### config.mk
export PLATFORM = sky130hd
export DESIGN_NAME = refSelector
export DESIGN_NICKNAME = d
export VERILOG_FILES = /design/src/rtl/refSelPkg.sv /design/src/rtl/refPinSync.sv /design/src/rtl/refSelPath.sv /design/src/rtl/refSelCtrl.sv /design/src/rtl/refSelector.sv
export SDC_FILE = /design/constraint.sdc
export NUM_CORES = 1
export LEC_CHECK = 0
export CAP_MARGIN = 10
export CORE_ASPECT_RATIO = 0.5
export CORE_MARGIN = 2
export CORE_UTILIZATION = 40
export DETAILED_ROUTE_END_ITERATION = 6
export GPL_TIMING_DRIVEN = 0
export PLACE_DENSITY = 0.66
export SYNTH_ARGS = -nofsm -noshare
export SYNTH_HDL_FRONTEND = slang
export SYNTH_SLANG_ARGS = --single-unit
### constraint.sdc
create_clock -name clk -period 4.65 [get_ports clk]
set_clock_uncertainty 0.15 [all_clocks]
set_input_delay 1.395 -clock clk [delete_from_list [all_inputs] [get_ports clk]]
set_output_delay 1.395 -clock clk [all_outputs]
set_load 0.01 [all_outputs]
### src/rtl/refSelPkg.sv
package refSelPkg;

  typedef enum logic [1:0] {
    ST_LOCK = 2'b00,
    ST_HOLD = 2'b01,
    ST_FREE = 2'b10
  } selState_e;

  typedef enum logic [1:0] {
    SRC_AUTO = 2'b00,
    SRC_CODE = 2'b01,
    SRC_PEER = 2'b10
  } outSrc_e;

  localparam logic [1:0] MODE_AUTO   = 2'b00;
  localparam logic [1:0] MODE_MANUAL = 2'b01;
  localparam logic [1:0] MODE_PIN    = 2'b10;

  // control -> datapath strobes
  typedef struct packed {
    logic      loadBest;
    selState_e nextState;
    outSrc_e   outSrc;
  } ctrlStrobe_t;

  // datapath -> control flags
  typedef struct packed {
    logic anyEligible;
    logic curEligible;
    logic bestBetter;
  } pathFlag_t;

endpackage

### src/rtl/refPinSync.sv
module refPinSync #(
  parameter int STAGES = 2
) (
  input  logic clk,
  input  logic rstN,
  input  logic din,
  output logic dout
);
  logic [STAGES-1:0] chain;

  always_ff @(posedge clk or negedge rstN) begin
    if (!rstN) chain <= '0;
    else       chain <= {chain[STAGES-2:0], din};
  end

  assign dout = chain[STAGES-1];
endmodule

### src/rtl/refSelPath.sv
module refSelPath
  import refSelPkg::*;
#(
  parameter int N_REFS = 8,
  parameter int PRIO_W = 4,
  parameter int IDX_W  = 3,
  parameter int CODE_W = 4
) (
  input  logic                     clk,
  input  logic                     rstN,
  input  logic [N_REFS-1:0]        refQualified,
  input  logic [N_REFS*PRIO_W-1:0] refPrio,
  input  ctrlStrobe_t              strobe,
  input  logic [CODE_W-1:0]        selCode,
  input  logic [IDX_W-1:0]         peerIdx,
  input  selState_e                peerState,
  output pathFlag_t                flags,
  output logic [IDX_W-1:0]         selIdx,
  output selState_e                selState,
  output logic [IDX_W-1:0]         autoIdx,
  output logic [IDX_W-1:0]         nextIdx,
  output selState_e                nextState
);
  localparam logic [CODE_W-1:0] HOLD_CODE = CODE_W'(N_REFS);

  logic [PRIO_W-1:0] prioArr [N_REFS];
  logic [N_REFS-1:0] eligible;
  logic              bestFound;
  logic [IDX_W-1:0]  bestIdx;
  logic [PRIO_W-1:0] bestPrio;
  logic [IDX_W-1:0]  electedIdx;
  logic [IDX_W-1:0]  autoNext;

  for (genvar g = 0; g < N_REFS; g++) begin : gRef
    assign prioArr[g]  = refPrio[g*PRIO_W +: PRIO_W];
    assign eligible[g] = refQualified[g] && (prioArr[g] != '0);
  end

  // smallest nonzero priority wins, strict compare keeps lowest index on ties
  always_comb begin
    bestFound = 1'b0;
    bestIdx   = '0;
    bestPrio  = '1;
    for (int i = 0; i < N_REFS; i++) begin
      if (eligible[i] && (!bestFound || prioArr[i] < bestPrio)) begin
        bestFound = 1'b1;
        bestIdx   = IDX_W'(i);
        bestPrio  = prioArr[i];
      end
    end
  end

  assign flags.anyEligible = bestFound;
  assign flags.curEligible = eligible[electedIdx];
  assign flags.bestBetter  = bestPrio < prioArr[electedIdx];

  assign autoNext = strobe.loadBest ? bestIdx : electedIdx;

  always_comb begin
    nextIdx   = selIdx;
    nextState = ST_FREE;
    case (strobe.outSrc)
      SRC_AUTO: begin
        nextIdx   = autoNext;
        nextState = strobe.nextState;
      end
      SRC_CODE: begin
        if (selCode < HOLD_CODE) begin
          nextIdx   = selCode[IDX_W-1:0];
          nextState = ST_LOCK;
        end else if (selCode == HOLD_CODE) begin
          nextState = ST_HOLD;
        end else begin
          nextState = ST_FREE;
        end
      end
      SRC_PEER: begin
        nextIdx   = peerIdx;
        nextState = peerState;
      end
      default: nextState = ST_FREE;
    endcase
  end

  always_ff @(posedge clk or negedge rstN) begin
    if (!rstN) begin
      electedIdx <= '0;
      selIdx     <= '0;
      selState   <= ST_FREE;
    end else begin
      electedIdx <= autoNext;
      selIdx     <= nextIdx;
      selState   <= nextState;
    end
  end

  assign autoIdx = electedIdx;
endmodule

### src/rtl/refSelCtrl.sv
module refSelCtrl
  import refSelPkg::*;
#(
  parameter bit IS_LEADER = 1'b1,
  parameter int N_REFS    = 8,
  parameter int CODE_W    = 4
) (
  input  logic                clk,
  input  logic                rstN,
  input  logic [1:0]          mode,
  input  logic                revertive,
  input  logic                holdoverOk,
  input  logic [CODE_W-1:0]   manualCode,
  input  logic [2*CODE_W-1:0] presetCodes,
  input  logic                pinLevel,
  input  pathFlag_t           flags,
  output ctrlStrobe_t         strobe,
  output logic [CODE_W-1:0]   selCode
);
  localparam logic [CODE_W-1:0] PEER_CODE = CODE_W'(N_REFS + 2);

  selState_e electState;
  selState_e electNext;
  logic      loadBest;
  outSrc_e   outSrc;

  // election state machine: lock / holdover / freerun
  always_comb begin
    loadBest  = 1'b0;
    electNext = electState;
    if (!flags.anyEligible) begin
      electNext = holdoverOk ? ST_HOLD : ST_FREE;
    end else begin
      electNext = ST_LOCK;
      if (electState != ST_LOCK || !flags.curEligible ||
          (revertive && flags.bestBetter)) begin
        loadBest = 1'b1;
      end
    end
  end

  // source of the selected output
  always_comb begin
    outSrc  = SRC_AUTO;
    selCode = manualCode;
    if (mode == MODE_MANUAL) begin
      outSrc = (!IS_LEADER && manualCode == PEER_CODE) ? SRC_PEER : SRC_CODE;
    end else if (IS_LEADER && mode == MODE_PIN) begin
      outSrc  = SRC_CODE;
      selCode = pinLevel ? presetCodes[2*CODE_W-1:CODE_W] : presetCodes[CODE_W-1:0];
    end
  end

  assign strobe = '{loadBest: loadBest, nextState: electNext, outSrc: outSrc};

  always_ff @(posedge clk or negedge rstN) begin
    if (!rstN) electState <= ST_FREE;
    else       electState <= electNext;
  end
endmodule

### src/rtl/refSelector.sv
module refSelector
  import refSelPkg::*;
#(
  parameter  int N_REFS = 8,
  parameter  int PRIO_W = 4,
  localparam int IDX_W  = $clog2(N_REFS),
  localparam int CODE_W = $clog2(N_REFS + 3)
) (
  input  logic                     clk,
  input  logic                     rstN,
  input  logic [N_REFS-1:0]        refQualified,
  input  logic [N_REFS*PRIO_W-1:0] refPrio,
  input  logic                     holdoverOk,
  input  logic                     pinSwitch,
  input  logic [1:0]               priMode,
  input  logic                     priRevertive,
  input  logic [CODE_W-1:0]        priManual,
  input  logic [2*CODE_W-1:0]      priPreset,
  input  logic [1:0]               secMode,
  input  logic                     secRevertive,
  input  logic [CODE_W-1:0]        secManual,
  output logic [IDX_W-1:0]         priSelIdx,
  output logic [1:0]               priSelState,
  output logic [IDX_W-1:0]         priAutoIdx,
  output logic [IDX_W-1:0]         secSelIdx,
  output logic [1:0]               secSelState,
  output logic [IDX_W-1:0]         secAutoIdx
);
  localparam int N_CH = 2;

  logic              pinSync;
  logic [1:0]        modeArr   [N_CH];
  logic              revArr    [N_CH];
  logic [CODE_W-1:0] manualArr [N_CH];
  logic [IDX_W-1:0]  selIdxArr [N_CH];
  selState_e         stateArr  [N_CH];
  logic [IDX_W-1:0]  autoArr   [N_CH];
  logic [IDX_W-1:0]  nextIdxArr[N_CH];
  selState_e         nextStArr [N_CH];
  logic [IDX_W-1:0]  peerIdxArr[N_CH];
  selState_e         peerStArr [N_CH];

  assign modeArr[0]   = priMode;
  assign modeArr[1]   = secMode;
  assign revArr[0]    = priRevertive;
  assign revArr[1]    = secRevertive;
  assign manualArr[0] = priManual;
  assign manualArr[1] = secManual;

  refPinSync #(.STAGES(2)) uPinSync (
    .clk(clk), .rstN(rstN), .din(pinSwitch), .dout(pinSync)
  );

  for (genvar g = 0; g < N_CH; g++) begin : gCh
    ctrlStrobe_t       strobe;
    pathFlag_t         flags;
    logic [CODE_W-1:0] selCode;

    if (g == 0) begin : gLeadPeer
      assign peerIdxArr[g] = '0;
      assign peerStArr[g]  = ST_FREE;
    end else begin : gFollowPeer
      assign peerIdxArr[g] = nextIdxArr[0];
      assign peerStArr[g]  = nextStArr[0];
    end

    refSelCtrl #(
      .IS_LEADER(g == 0), .N_REFS(N_REFS), .CODE_W(CODE_W)
    ) uCtrl (
      .clk(clk), .rstN(rstN), .mode(modeArr[g]), .revertive(revArr[g]),
      .holdoverOk(holdoverOk), .manualCode(manualArr[g]),
      .presetCodes(priPreset), .pinLevel(pinSync), .flags(flags),
      .strobe(strobe), .selCode(selCode)
    );

    refSelPath #(
      .N_REFS(N_REFS), .PRIO_W(PRIO_W), .IDX_W(IDX_W), .CODE_W(CODE_W)
    ) uPath (
      .clk(clk), .rstN(rstN), .refQualified(refQualified), .refPrio(refPrio),
      .strobe(strobe), .selCode(selCode),
      .peerIdx(peerIdxArr[g]), .peerState(peerStArr[g]),
      .flags(flags), .selIdx(selIdxArr[g]), .selState(stateArr[g]),
      .autoIdx(autoArr[g]), .nextIdx(nextIdxArr[g]), .nextState(nextStArr[g])
    );
  end

  assign priSelIdx   = selIdxArr[0];
  assign priSelState = stateArr[0];
  assign priAutoIdx  = autoArr[0];
  assign secSelIdx   = selIdxArr[1];
  assign secSelState = stateArr[1];
  assign secAutoIdx  = autoArr[1];
endmodule

# Word level (Yosys, flattened, before mapping)
# Cells that the tools add are included.
# totals
ramBits	0
ff_bits	20
wordCells	144
n_memories	0
romBits	0
latchBits	0
# classes
multipliers	0
mux	58
reduce_logical	50
n_bitwise	2
n_shift	0
order_cmp	15
n_eq_ne	11
addsub	0
n_div	0
# ops
op	count
4-bit 2-to-1 mux	15
4-bit < comparator	9
4-bit nonzero test	8
4-bit binary-select mux with 3-bit select	2
3-bit 2-to-1 mux	8
2-bit 2-to-1 mux	11
3-bit case mux with 3 select lines	2
1-bit logical AND	17
1-bit 2-to-1 mux	16
4-bit == test (second input constant)	3
1-bit logical OR	11
1-bit zero test	9
2-bit by 1-bit == test with 1-bit output (second input constant)	4
4-bit >= comparator (second input constant)	2
3-bit by 4-bit < comparator with 1-bit output (second input constant)	2
4-bit < comparator (second input constant)	2
3-bit NOT with 4-bit output	2
1-bit binary-select mux with 3-bit select	2
2-bit == test (second input constant)	3
2-bit case mux with 3 select lines	1
2-bit zero test	2
2-bit case mux with 2 select lines	1
3-bit nonzero test	1
2-bit by 1-bit inequality test with 1-bit output (second input constant)	1
2 further kinds	2

# Depth between registers and ports, before layout
# depth
ltp_word	39
mapped_depth	69

# Modules after synthesis
# From an unflattened synthesis, not the netlist that was laid out.
# unflattened
cells_unflattened	642
hier_area_um2	5220.0
# by_module_without_submodules
mod	cells_each	n_inst	seq_area_each_um2	area_each_um2
refSelPath at gCh[0].uPath	313	1	201.4	2464.9
refSelPath at gCh[1].uPath	288	1	201.4	2326.0
refSelCtrl at gCh[0].uCtrl	23	1	51.3	229.0
refSelCtrl at gCh[1].uCtrl	14	1	51.3	142.6
refPinSync	2	1	50.0	50.0
refSelector	2	1	0.0	7.5

# Worst setup path before layout
# Ideal clock, no wire load.
# synth_path
kind	input to register
start	input refPrio[2]
end	register gCh[1].uPath.selIdx[1]
setup_ns	0.124
arrival_time_ns	13.164
n_path_buf	3
path_slack_ns	-8.788
t_required_ns	4.376
cell_stages	63
cell_sequence	buf_6 > o41ai_4 > nor2_1 > ha_1 > nand2_1 > o311ai_1 > o21ai_1 > nand2_1 > nor2_1 > a21oi_1 > inv_1 > ha_1 > and2_2 > nand3_1 > o31ai_4 > mux2i_1 > ha_1 > nand2_1 > (+27 left out) > buf_6 > mux2i_1 > ha_1 > a21o_1 > a21o_1 > a21oi_1 > and2_2 > dlygate4sd1_1 > a21oi_1 > nor2_1 > a21oi_1 > ha_1 > a211oi_1 > nand2_1 > a211oi_2 > o21ai_0 > a311oi_1 > o2bb2ai_1
# synth_between
elab_chain_cells	39
word_cells_on_any_way	80
cone_classes	order compare: 9; mux: 40; reduce/logical: 31
# synth_rtl
element	line_no	source
start, declared	refSelector.sv:12	input logic [N_REFS*PRIO_W-1:0] refPrio,
4-bit nonzero test	refSelPath.sv:36	assign eligible[g] = refQualified[g] && (prioArr[g] != '0);
1-bit logical AND	refSelPath.sv:36	
4-bit 2-to-1 mux / 1-bit 2-to-1 mux (equally long branches)	refSelPath.sv:45	if (eligible[i] && (!bestFound || prioArr[i] < bestPrio)) begin
4-bit < comparator / 1-bit zero test (equally long branches)	refSelPath.sv:45	
1-bit logical OR	refSelPath.sv:45	
1-bit logical AND	refSelPath.sv:45	
4-bit 2-to-1 mux / 1-bit 2-to-1 mux (equally long branches)	refSelPath.sv:45	
4-bit < comparator / 1-bit zero test (equally long branches)	refSelPath.sv:45	
(+23 left out)	--	
4-bit < comparator	refSelPath.sv:55	assign flags.bestBetter = bestPrio < prioArr[electedIdx];
1-bit logical AND	refSelCtrl.sv:36	(revertive && flags.bestBetter)) begin
1-bit logical OR	refSelCtrl.sv:35	if (electState != ST_LOCK || !flags.curEligible ||
1-bit 2-to-1 mux	refSelCtrl.sv:35	
1-bit 2-to-1 mux	refSelCtrl.sv:31	if (!flags.anyEligible) begin
3-bit 2-to-1 mux	refSelPath.sv:57	assign autoNext = strobe.loadBest ? bestIdx : electedIdx;
3-bit case mux with 3 select lines	refSelPath.sv:62	case (strobe.outSrc)
3-bit case mux with 3 select lines *	refSelPath.sv:62	
end signal, assigned	refSelPath.sv:92	selIdx <= nextIdx;
end, declared	refSelPath.sv:18	output logic [IDX_W-1:0] selIdx,
# Every way passes the cells marked *; elsewhere a longest branch is shown, timed or not. The select of a mux whose other input is x is not followed.
# A chain may end at the register's enable or synchronous reset.

# Worst setup path after layout
# Same ends and word-level chain as after synthesis.

==> results by group <==
Run status
  – Outcome: complete, but fails checks
  – Failing checks: negative setup slack

Clock network
  – CTS Sinks: 20
  – Reg clk slew, reported paths: 60 ps
  – CTS tree: yes
  – Latest clock arrival within the worst-skew pair: 260 ps
  – Root buf cell: clkbuf_16
  – Cts bufs inserted: 3
  – H-tree Lvls: 1
  – Clock Tree Buf Depth: 2

Die
  – Row cnt: 24
  – Core Region: 8890 sq um
  – Chip height: 72.2 microns
  – IO Count: 82
  – Die area: 10,200 sq um
  – Initial Util: 0.419
  – Die W: 140 microns

Cells and area
  – Fillers: 726
  – Multi-input logic area: 3470 sq um
  – FF+latch area: 504 sq um
  – Area grow syn2layout: 57.3%
  – Design area: 5860 sq um
  – Layout cells sized above 1: 0.399
  – N_diodes: 0
  – Nets: 660

Global route
  – GR Overflow Total: 0
  – Largest net degree at the start of global routing: 21
  – Initial antenna violation count: 0
  – Gr usage total: 0.245
  – Vias in the first global route: 4,019
  – First-pass GRT wire length: 20.2 mm

STA
  – Final setup margin: -7680 ps
  – Setup TNS: -90,160 ps
  – Final Hold Vio Count: 0
  – Tightest Pin Transition: 889 ps
  – Slew Limit Fails: 0
  – RSZ-0062 raised after global routing: true
  – # setup viols final: 12
  – Fin crit share: 2.65
  – Min Tclk post-route: 12,330 ps
  – Fmax: 81.1 MHz
  – Relative slew slack: 0.405

Pwr
  – Power Total: 2.42 mW
  – Internal power: 1.39 mW
  – Power share of the sequential group: 0.112
  – Leakage power: 2.40 nW
  – Sw Pwr: 1.03 mW
  – Part of the power in the clock network: 0.098
  – Switching Fraction: 0.426
  – VDD IR max: 159 uV
  – Pwr/cell area: 413 nW/um^2
  – Combinational share of power: 0.790

Logic synthesis
  – Register area share after synthesis: 0.135
  – Post-synth ARST share: 1.00
  – Most frequent cells after synthesis: nor2_1 (39), nand2_1 (32), a21oi_1 (30)
  – Gate Count Post-Synth: 424
  – Net Count, Synth: 509
  – Yosys reg bits: 20
  – Most common cell in the netlist: nor2_1
  – EDFF count, synth: 0
  – Library cells used by synthesis: 95
  – Area leader, netlist: dfrtp_1
  – Average cell area after synthesis: 8.79 sq um
  – Warnings, synthesis: 0
  – XOR/XNOR Fraction of Synth Area: 0.00907
  – Yosys top cell area share: 0.114
  – Area share of fa/ha/maj cells after synthesis: 0.0665
  – Area contributors post-synth: dfrtp_1 (11%), mux4_2 (9.1%), mux2i_1 (6.4%)
  – Synth Area in Compound Gates: 0.321
  – Main synth FF type: dfrtp_1
  – Mux cell area share after synthesis: 0.211
  – Largest family of logic cells by synthesized area: compound AO/OA/AOI/OAI gates
  – Post-synthesis simple-gate area fraction: 0.173
  – Mapped Area: 3730 sq um

Critical path
  – Worst path slowest cell: o41ai_4
  – CP Capture Type: register
  – Critical Path Source Type: input port
  – CP Class: input port to register
  – Slowest cell delay on critical path: 420 ps
  – CP arrival: 12,320 ps
  – Reg2reg start: gCh[1].uPath.autoIdx[1]
  – Reg2reg setup slack: 1150 ps
  – Worst Path Max Fanout: 7
  – R2r worst-path depth: 11
  – Worst reg2reg endpoint: gCh[1].uPath.selIdx[0]
  – Crit path top cell by count: ha_1
  – CP required: 4640 ps

Routing
  – Routed WL: 13.1 mm
  – Met1 WL: 5.64 mm
  – Met2 wire len: 6.57 mm
  – Starting DRC count in detailed routing: 202
  – Avg Vias per Cell: 5.98
  – Vias: 4,130
  – DRC violations left: 0
  – Drt pass-1 iters: 5
  – Top layer in use: met4
  – WL per Instance: 19.0 microns
  – Post-DRT Antenna Nets: 0
  – WL met3: 791 microns

Placement
  – Dpl hpwl: 9.08 mm
  – Cell Area, Placed: 4800 sq um
  – Port Buffers: 75
  – RD Place Congestion: 0.864

Worst hold path
  – Type of the worst min-delay path: register to register
  – Hold wc startpoint: uPinSync.chain[0]
  – Worst Hold End: uPinSync.chain[1]
  – Hold Crit Depth: 0

Run
  – Max Cap Violations: 0
cell type report:
cell class | instances | share of cell area
timing repair buffer | 150 | 0.228
tap | 117 | 0.0250
clock inverter | 1 | 0.00512
sequential | 20 | 0.0861
clock buffer | 3 | 0.0128
multi-input combinational | 350 | 0.593
inverter | 31 | 0.0199
buffer | 19 | 0.0305
stage by stage:
step,util,worst slack (ps),std cells,hold slack (ps)
floorplan,-,-7640,424,181
global route,0.659,-8150,691,207
finish,0.659,-7680,691,199
global placement,0.540,-9680,616,181
CTS,0.628,-7340,673,199
detailed placement,0.540,-9810,616,187
worst max-delay path, delay by kind of cell:
family,cells,cell delay (ps)
buffers and inverters,8,790
AO/OA/AOI/OAI,28,4500
multiplexers,2,600
adder cells (fa/ha/maj),8,2270
AND/OR/NAND/NOR,19,2720
worst max-delay path by stage:
| stage | startpoint | to | slack, ps | depth (start not counted) |
|---|---|---|---|---|
| after detailed placement | refPrio[3] | gCh[1].uPath.selIdx[1] | -9810 | 62 |
| after floorplan | refPrio[1] | gCh[1].uPath.selIdx[0] | -7640 | 66 |
| after CTS | refPrio[2] | gCh[1].uPath.selIdx[0] | -7340 | 62 |
| final | refPrio[2] | gCh[1].uPath.selIdx[1] | -7680 | 65 |
| after global routing | refPrio[2] | gCh[1].uPath.selIdx[1] | -8150 | 66 |
| after global placement | refPrio[3] | gCh[1].uPath.selIdx[1] | -9680 | 63 |
metal layers:
metal  GRT usage  vias up
li1            -     1958
met1       0.323     1993
met2       0.444      161
met3      0.0317       18
met4      0.0411        0
met5           0        -
registers in the layout, summed over array words and instances (netlist names):
name	count
gCh.uCtrl.electState	2
uPinSync.chain	2
gCh.uPath.selIdx	6
gCh.uPath.autoIdx	6
gCh.uPath.selState	4
power groups by stage:
stage	registers (mW)	clock network (mW)	logic [mW]
floorplan	0.290	0	1.09
global placement	0.277	0	1.49
detailed placement	0.275	0	1.51
CTS	0.273	0.239	1.76
global route	0.281	0.248	2.05
finish	0.272	0.237	1.91
cell usage in the layout, fill, tap and decap left out, types with 4 or more instances in the layout:
cell type         n
a21oi_2           9
o21ai_0          13
mux2i_2           6
inv_2             5
clkdlybuf4s50_1  69
nor2_2            9
mux4_2           15
and2_4            4
buf_4            69
clkbuf_1          6
dfrtp_1          17
nor2_1           24
and3_1            4
a21oi_4           5
mux2i_1          18
dlygate4sd2_1     4
a211oi_1          5
o41ai_4           4
nand4_1           6
o21ai_1           5
inv_1            25
a21oi_1          18
a211oi_4          4
nand2_1          30
ha_1             13
nor3_1            8
a31oi_1           8
a21o_1            6
o21ai_2           4
mux4_1            5
ha_4              4
buf_6            11
o211ai_1          5
nor2_4            6
cell families after synthesis:
| family | count (synthesis) |
|---|---|
| multiplexers | 50 |
| AND/OR/NAND/NOR | 131 |
| buffers and inverters | 54 |
| AO/OA/AOI/OAI | 146 |
| adder cells (fa/ha/maj) | 20 |
| XOR/XNOR | 3 |
| flip-flops | 20 |
repair_timing:
item,CTS,global route
resized for setup,76,33
setup endpoints to repair,18,14
buffers inserted,56,19
pin swaps,59,54
hold buffers,0,0
No activity file was read; power rests on OpenSTA's default activity.
